## src/rtl/reframer_pkg.sv

```systemverilog
package reframer_pkg;

    // Sample width shared by the capture, handoff and emit sides.
    parameter int unsigned SMP_W = 16;

    typedef struct packed {
        logic [SMP_W-1:0] left;
        logic [SMP_W-1:0] right;
    } pair_t;

endpackage

```

## src/rtl/rf_sync.sv

```systemverilog
// Multi-stage synchronizer for a bundle of asynchronous single-bit inputs.
module rf_sync #(
    parameter int unsigned W      = 3,
    parameter int unsigned STAGES = 2
) (
    input  logic         clk,
    input  logic         rst_n,
    input  logic [W-1:0] d,
    output logic [W-1:0] q
);
    typedef logic [STAGES-1:0][W-1:0] chain_t;

    chain_t chain_d, chain_q;

    always_comb begin
        chain_d[0] = d;
        for (int i = 1; i < STAGES; i++) begin
            chain_d[i] = chain_q[i-1];
        end
    end

    always_ff @(posedge clk) begin
        if (!rst_n) chain_q <= '0;
        else        chain_q <= chain_d;
    end

    assign q = chain_q[STAGES-1];
endmodule

```

## src/rtl/rf_capture.sv

```systemverilog
// Edge-driven capture of the asymmetric input frame, phase length check,
// and pair assembly.
module rf_capture
    import reframer_pkg::*;
#(
    parameter int unsigned HI_LEN       = 24,
    parameter int unsigned LO_LEN       = 25,
    parameter bit          CAPTURE_FALL = 1'b1
) (
    input  logic  clk,
    input  logic  rst_n,
    input  logic  bclk,
    input  logic  lrs,
    input  logic  dat,
    output logic  push,
    output pair_t push_pair,
    output logic  err
);
    localparam int unsigned MAX_LEN = (HI_LEN > LO_LEN) ? HI_LEN : LO_LEN;
    localparam int unsigned CNT_W   = $clog2(MAX_LEN + 2) + 1;

    typedef struct packed {
        logic             bclk_prev;
        logic             armed;
        logic             started;
        logic             lrs_prev;
        logic [CNT_W-1:0] cnt;
        logic [SMP_W-1:0] shreg;
        logic [SMP_W-1:0] left_smp;
        logic             left_ok;
        logic             err;
        logic             push;
        pair_t            pair;
    } cap_t;

    cap_t cap_d, cap_q;

    logic             cap_edge;
    logic             len_ok;
    logic [SMP_W-1:0] shifted;

    always_comb begin
        cap_d           = cap_q;
        cap_d.push      = 1'b0;
        cap_d.bclk_prev = bclk;
        len_ok          = 1'b0;
        cap_edge        = CAPTURE_FALL ? (cap_q.bclk_prev & ~bclk)
                                       : (~cap_q.bclk_prev & bclk);
        shifted         = {cap_q.shreg[SMP_W-2:0], dat};

        if (cap_edge) begin
            cap_d.armed    = 1'b1;
            cap_d.lrs_prev = lrs;
            if (cap_q.armed && (lrs != cap_q.lrs_prev)) begin
                // Phase boundary: judge the phase that just ended.
                len_ok = cap_q.lrs_prev ? (cap_q.cnt == CNT_W'(HI_LEN))
                                        : (cap_q.cnt == CNT_W'(LO_LEN));
                if (cap_q.started) begin
                    if (!len_ok) cap_d.err = 1'b1;
                    if (cap_q.lrs_prev) begin
                        cap_d.left_smp = cap_q.shreg;
                        cap_d.left_ok  = len_ok;
                    end else begin
                        if (len_ok && cap_q.left_ok) begin
                            cap_d.push       = 1'b1;
                            cap_d.pair.left  = cap_q.left_smp;
                            cap_d.pair.right = cap_q.shreg;
                        end
                        cap_d.left_ok = 1'b0;
                    end
                end
                cap_d.started = 1'b1;
                cap_d.cnt     = CNT_W'(1);
                cap_d.shreg   = shifted;
            end else if (cap_q.started) begin
                if (cap_q.cnt != '1) cap_d.cnt = cap_q.cnt + 1'b1;
                if (cap_q.cnt < CNT_W'(SMP_W)) cap_d.shreg = shifted;
            end
        end
    end

    always_ff @(posedge clk) begin
        if (!rst_n) cap_q <= '0;
        else        cap_q <= cap_d;
    end

    assign push      = cap_q.push;
    assign push_pair = cap_q.pair;
    assign err       = cap_q.err;
endmodule

```

## src/rtl/rf_handoff.sv

```systemverilog
// One-deep pair register between capture and emit.
module rf_handoff
    import reframer_pkg::*;
(
    input  logic  clk,
    input  logic  rst_n,
    input  logic  push,
    input  pair_t push_pair,
    input  logic  take,
    output logic  valid,
    output pair_t pair
);
    typedef struct packed {
        logic  valid;
        pair_t pair;
    } hand_t;

    hand_t hand_d, hand_q;

    always_comb begin
        hand_d = hand_q;
        if (take) hand_d.valid = 1'b0;
        if (push) begin
            hand_d.valid = 1'b1;
            hand_d.pair  = push_pair;
        end
    end

    always_ff @(posedge clk) begin
        if (!rst_n) hand_q <= '0;
        else        hand_q <= hand_d;
    end

    assign valid = hand_q.valid;
    assign pair  = hand_q.pair;
endmodule

```

## src/rtl/rf_emit.sv

```systemverilog
// Output frame generator: mclk divider, slot counter, left-justified data.
module rf_emit
    import reframer_pkg::*;
#(
    parameter int unsigned SLOTS = 32,
    parameter int unsigned DIV   = 4
) (
    input  logic  clk,
    input  logic  rst_n,
    input  logic  in_valid,
    input  pair_t in_pair,
    output logic  take,
    output logic  out_bclk,
    output logic  out_lrck,
    output logic  out_dat
);
    localparam int unsigned DIV_W  = $clog2(DIV);
    localparam int unsigned SLOT_W = $clog2(2 * SLOTS);
    localparam int unsigned IDX_W  = SLOT_W - 1;
    localparam int unsigned LAST   = 2 * SLOTS - 1;

    typedef struct packed {
        logic [DIV_W-1:0]  div;
        logic [SLOT_W-1:0] slot;
        pair_t             cur;
        logic              bclk;
        logic              lrck;
        logic              dat;
    } emit_t;

    emit_t emit_d, emit_q;

    logic             tick;
    logic             half;
    logic [IDX_W-1:0] idx;
    logic [SMP_W-1:0] smp;

    always_comb begin
        emit_d = emit_q;
        tick   = (emit_q.div == DIV_W'(DIV - 1));
        take   = tick && (emit_q.slot == SLOT_W'(LAST)) && in_valid;

        emit_d.div  = tick ? '0 : emit_q.div + 1'b1;
        emit_d.slot = tick ? emit_q.slot + 1'b1 : emit_q.slot;
        if (take) emit_d.cur = in_pair;

        half = emit_d.slot[SLOT_W-1];
        idx  = emit_d.slot[IDX_W-1:0];
        smp  = half ? emit_d.cur.right : emit_d.cur.left;

        emit_d.bclk = (emit_d.div >= DIV_W'(DIV / 2));
        emit_d.lrck = ~half;
        emit_d.dat  = (idx < IDX_W'(SMP_W)) ? smp[SMP_W - 1 - int'(idx)] : 1'b0;
    end

    always_ff @(posedge clk) begin
        if (!rst_n) begin
            emit_q      <= '0;
            emit_q.lrck <= 1'b1;
        end else begin
            emit_q <= emit_d;
        end
    end

    assign out_bclk = emit_q.bclk;
    assign out_lrck = emit_q.lrck;
    assign out_dat  = emit_q.dat;
endmodule

```

## src/rtl/audio_reframer.sv

```systemverilog
module audio_reframer #(
    parameter int unsigned HI_LEN       = 24,
    parameter int unsigned LO_LEN       = 25,
    parameter int unsigned SLOTS        = 32,
    parameter int unsigned MCLK_DIV     = 4,
    parameter int unsigned SYNC_STAGES  = 2,
    parameter bit          CAPTURE_FALL = 1'b1
) (
    input  logic mclk,
    input  logic rst_n,
    input  logic in_bclk,
    input  logic in_lrs,
    input  logic in_dat,
    output logic out_bclk,
    output logic out_lrck,
    output logic out_dat,
    output logic frame_err,
    output logic pair_ready
);
    import reframer_pkg::*;

    logic [2:0] sig_s;
    logic       cap_push;
    pair_t      cap_pair;
    logic       hand_take;
    pair_t      hand_pair;

    rf_sync #(.W(3), .STAGES(SYNC_STAGES)) i_sync (
        .clk   (mclk),
        .rst_n (rst_n),
        .d     ({in_bclk, in_lrs, in_dat}),
        .q     (sig_s)
    );

    rf_capture #(.HI_LEN(HI_LEN), .LO_LEN(LO_LEN), .CAPTURE_FALL(CAPTURE_FALL)) i_cap (
        .clk       (mclk),
        .rst_n     (rst_n),
        .bclk      (sig_s[2]),
        .lrs       (sig_s[1]),
        .dat       (sig_s[0]),
        .push      (cap_push),
        .push_pair (cap_pair),
        .err       (frame_err)
    );

    rf_handoff i_hand (
        .clk       (mclk),
        .rst_n     (rst_n),
        .push      (cap_push),
        .push_pair (cap_pair),
        .take      (hand_take),
        .valid     (pair_ready),
        .pair      (hand_pair)
    );

    rf_emit #(.SLOTS(SLOTS), .DIV(MCLK_DIV)) i_emit (
        .clk      (mclk),
        .rst_n    (rst_n),
        .in_valid (pair_ready),
        .in_pair  (hand_pair),
        .take     (hand_take),
        .out_bclk (out_bclk),
        .out_lrck (out_lrck),
        .out_dat  (out_dat)
    );
endmodule

```

## config.mk

```make
export PLATFORM = sky130hd
export DESIGN_NAME = audio_reframer
export DESIGN_NICKNAME = d
export VERILOG_FILES = /design/src/rtl/reframer_pkg.sv /design/src/rtl/rf_sync.sv /design/src/rtl/rf_capture.sv /design/src/rtl/rf_handoff.sv /design/src/rtl/rf_emit.sv /design/src/rtl/audio_reframer.sv
export SDC_FILE = /design/constraint.sdc
export NUM_CORES = 1
export LEC_CHECK = 0
export ABC_AREA = 1
export BUFFER_PORTS_ARGS = -buffer_cell sky130_fd_sc_hd__clkbuf_2
export CORE_MARGIN = 3
export CORE_UTILIZATION = 35
export CTS_BUF_LIST = sky130_fd_sc_hd__clkbuf_4
export CTS_CLUSTER_DIAMETER = 200
export CTS_CLUSTER_SIZE = 16
export DETAILED_ROUTE_END_ITERATION = 16
export GPL_ROUTABILITY_DRIVEN = 0
export PLACE_DENSITY_LB_ADDON = 0.25
export SYNTH_ARGS = -nofsm -noshare
export SYNTH_HDL_FRONTEND = slang
export SYNTH_HIERARCHICAL = 1
export SYNTH_SLANG_ARGS = --single-unit
```

## constraint.sdc

```tcl
create_clock -name mclk -period 3.61 [get_ports mclk]
set_input_delay 0.1805 -clock mclk [delete_from_list [all_inputs] [get_ports mclk]]
set_output_delay 0.1805 -clock mclk [all_outputs]
set_load 0.01 [all_outputs]
```

==> run summary <==
## Layout
• cell area after layout: 7140 µm²
• area of the multi-input gates: 2800 µm²
• count of nets after finishing: 920
• top library cells by usage in the layout, fill and taps aside: 195 x sky130_fd_sc_hd__nor2_1, 176 x sky130_fd_sc_hd__nand2_1, 158 x sky130_fd_sc_hd__dfxtp_1
• layout overhead on the synthesized area: 3.46%
• fillcell total: 2120
• sequential cell area: 3160 µm²
• leading cell type in the layout, fill and taps excluded: sky130_fd_sc_hd__nor2_1
• antenna fix cells: 0
• share of final-layout standard cells stronger than drive strength 1: 0.0823

## Clock tree
• CTS Root Buffer Type: sky130_fd_sc_hd__clkbuf_4
• clock buffers created by TritonCTS: 17
• Worst-path clk slew: 0.13 ns
• sinks on the clock net: 158
• clock insertion delay at the later pin of the skew report: 0.54 ns
• Setup Buffers After CTS: 0
• H-tree levels: 4
• clock tree buffer depth: 2
• clock tree from TritonCTS: yes

## Yosys
• yosys synthesis warning count: 6
• number of synthesized register bits: 158
• count of different cell masters after synthesis: 32
• combined area of all synthesized cells: 6900 µm²
• sequential area share after synthesis: 0.458
• average cell area after synthesis: 7.23 µm²
• net count of the mapped netlist: 962
• Mapped Cells: 954

## Timing
• final number of setup-violating endpoints: 0
• accumulated negative setup slack: 0 ns
• number of failing hold endpoints at the final stage: 0
• Final Max Slew Viols: 0
• top achievable clock speed: 374 MHz
• clock skew after layout: 0.0194 ns
• min cycle time layout: 2.67 ns
• slew of the pin with the lowest slew margin: 1.01 ns
• relative max-transition margin: 0.323
• Final Worst Setup Slack: 0.936 ns
• hold slack final: 0.119 ns
• setup repair after global routing missed its margin: false
• portion of the clock cycle consumed by the worst path in the final layout: 0.741

## GRT
• sum of overflow across all layers after global routing: 0
• vias in the first global route: 4892
• first-pass GRT wire length: 24.9 mm
• GRT Overall Usage: 0.140
• largest net degree at the start of global routing: 66
• initial antenna violation count: 0

## Setup path
• worst-path maximum fanout: 57
• worst path required time: 4.09 ns
• start-to-end type of the worst setup path: reg -> reg
• worst reg-to-reg path cell count: 14
• startpoint kind of the worst setup timing path: register
• endpoint type of the worst setup path: register
• signal arrival time at the worst endpoint: 3.16 ns

## Power and ir drop
• Comb pwr share: 0.027
• clock power share: 0.399
• total power of the final layout: 0.00306 W
• peak supply drop: 0.183 mV
• switching share of power: 0.220
• Int Power: 0.00239 W
• leak pwr: 3.04 nW
• total net switching power: 0.000672 W
• pwr/cell area: 429 nW/µm²
• proportion of power drawn by flip-flops and latches: 0.574

## Detailed routing
• average detailed-routed wire length per instance: 12.2 µm
• number of vias per cell: 4.58
• initial drt markers: 383
• DRC violation count after routing: 0
• First-pass DRT Iterations: 5
• total via count in the routed design: 5420
• post-detailed-route count of antenna-violating nets: 0
• total length of routed wires: 14.5 mm

## Placed design
• placed wire-length estimate: 9.22 mm
• Port Buffer Count: 9
• Cell Area, Placed: 6780 µm²
• pre-CTS setup slack: 0.973 ns

## Worst hold path
• number of stages on the worst hold path: 3
• path category of the worst min-delay check: in -> reg

## Job
• number of max-cap violations: 0

## Floorplan
• number of ports placed on the die boundary: 10
• Die Wd: 146 µm
• die area: 21400 µm²
• initial standard-cell utilization of the core: 0.363
• chip height: 146 µm
• Core Footprint: 19000 µm²
• row cnt: 50

## Status
• outcome: finished clean

[repair_timing]
action	CTS	global route
setup endpoints to repair	0	0
endpoints found under the hold margin	3	0
resized for setup	0	0
hold buffers	3	0
[registers in the layout, summed over array words and instances (netlist names)]
signal,count
i_cap/cap_q,43
i_cap/err,1
i_cap/push,1
i_cap/push_pair,32
i_emit/emit_q,40
i_emit/out_dat,1
i_emit/out_lrck,1
i_hand/pair,32
i_hand/valid,1
i_sync/chain_d,3
i_sync/q,3
[power groups by stage]
stage	combinational [W]	clock, W	sequential, W
6_report	0.0000831	0.00122	0.00176
5_1_grt	0.0000932	0.00133	0.00176
4_1_cts	0.0000849	0.00127	0.00176
3_5_place_dp	0.0000821	0	0.00180
3_3_place_gp	0.0000813	0	0.00180
2_1_floorplan	0.0000583	0	0.00180
[layer usage]
| metal | share of wire | track usage | vias to the layer above |
|---|---|---|---|
| met5 | 0 | 0 | - |
| met4 | 0.0077 | 0.0325 | 0 |
| met3 | 0.030 | 0.0338 | 11 |
| met2 | 0.41 | 0.201 | 61 |
| met1 | 0.55 | 0.210 | 2461 |
| li1 | - | - | 2887 |
[area by class of cell]
cell class	count	share of cell area
inverter	99	0.0520
tap	260	0.0456
clock buffer	18	0.0189
clock inverter	12	0.0273
multi-input combinational	614	0.392
timing repair buffer	22	0.0210
sequential	158	0.443
[cell families after synthesis]
| logic type | after synthesis | share of synthesized area |
|---|---|---|
| flops | 158 | 0.458 |
| simple gates | 498 | 0.314 |
| buf+inv | 182 | 0.136 |
| fa+ha+maj | 3 | 0.00544 |
| compound gates | 109 | 0.0800 |
| xor+xnor | 4 | 0.00617 |
[synthesized netlist by cell type]
library cell,count,area [µm²]
sky130_fd_sc_hd__or2_1,1,6.26
sky130_fd_sc_hd__a21o_1,1,7.51
sky130_fd_sc_hd__inv_2,5,18.8
sky130_fd_sc_hd__buf_2,17,85.1
sky130_fd_sc_hd__xnor2_1,1,8.76
sky130_fd_sc_hd__nand2_4,2,22.5
sky130_fd_sc_hd__xor2_1,2,17.5
sky130_fd_sc_hd__ha_1,3,37.5
sky130_fd_sc_hd__a21oi_2,1,8.76
sky130_fd_sc_hd__dfxtp_1,158,3160
sky130_fd_sc_hd__inv_1,94,353
sky130_fd_sc_hd__a21oi_1,41,205
sky130_fd_sc_hd__nand3_1,65,325
sky130_fd_sc_hd__xor2_2,1,16.3
sky130_fd_sc_hd__nand3_2,3,30.0
sky130_fd_sc_hd__buf_1,3,11.3
sky130_fd_sc_hd__buf_4,35,263
sky130_fd_sc_hd__nand2_1,176,661
sky130_fd_sc_hd__nand2_2,6,37.5
sky130_fd_sc_hd__clkbuf_1,10,37.5
sky130_fd_sc_hd__buf_6,12,135
sky130_fd_sc_hd__nor2_2,2,12.5
sky130_fd_sc_hd__o21ai_0,49,245
sky130_fd_sc_hd__nand4_1,33,206
sky130_fd_sc_hd__nor2_1,196,736
sky130_fd_sc_hd__clkbuf_4,3,22.5
sky130_fd_sc_hd__clkbuf_2,3,15.0
sky130_fd_sc_hd__nand3b_1,5,37.5
sky130_fd_sc_hd__nor2_4,5,56.3
sky130_fd_sc_hd__nor2_8,1,20.0
sky130_fd_sc_hd__nor3_1,3,15.0
sky130_fd_sc_hd__o21ai_1,17,85.1
[final timing paths]
| kind | end | startpoint | slack [ns] |
|---|---|---|---|
| setup / recovery | i_emit/out_dat$_SDFF_PN0_ | i_emit/emit_q[41]$_SDFF_PN0_ | 0.94 |
| hold / removal | i_sync/q[0]$_SDFF_PN0_ | rst_n | 0.12 |
| hold reg to reg | i_sync/q[2]$_SDFF_PN0_ | i_sync/chain_d[5]$_SDFF_PN0_ | 0.43 |
| setup reg to reg | i_emit/out_dat$_SDFF_PN0_ | i_emit/emit_q[41]$_SDFF_PN0_ | 0.94 |
[worst max-delay path, cell delays in order (launching register included)]
cell	delay, ns
sky130_fd_sc_hd__dfxtp_1	0.36
sky130_fd_sc_hd__ha_1	0.41
sky130_fd_sc_hd__nand2_4	0.11
sky130_fd_sc_hd__nor2_8	0.13
sky130_fd_sc_hd__nand2_2	0.52
sky130_fd_sc_hd__buf_4	0.37
sky130_fd_sc_hd__nand2_1	0.05
sky130_fd_sc_hd__o21ai_0	0.09
sky130_fd_sc_hd__nand2_1	0.10
sky130_fd_sc_hd__nand3_1	0.08
sky130_fd_sc_hd__nand3_1	0.09
sky130_fd_sc_hd__nand3_1	0.08
sky130_fd_sc_hd__nand3_1	0.08
sky130_fd_sc_hd__nand2_1	0.05
sky130_fd_sc_hd__nor2_1	0.08
[through the flow]
step / utilization / std cells
after global placement: 0.357 / 1150
final: 0.375 / 1183
after global routing: 0.375 / 1183
after detailed placement: 0.357 / 1150
after CTS: 0.375 / 1183
after floorplan: - / 954
No activity file was read; power rests on OpenSTA's default activity.
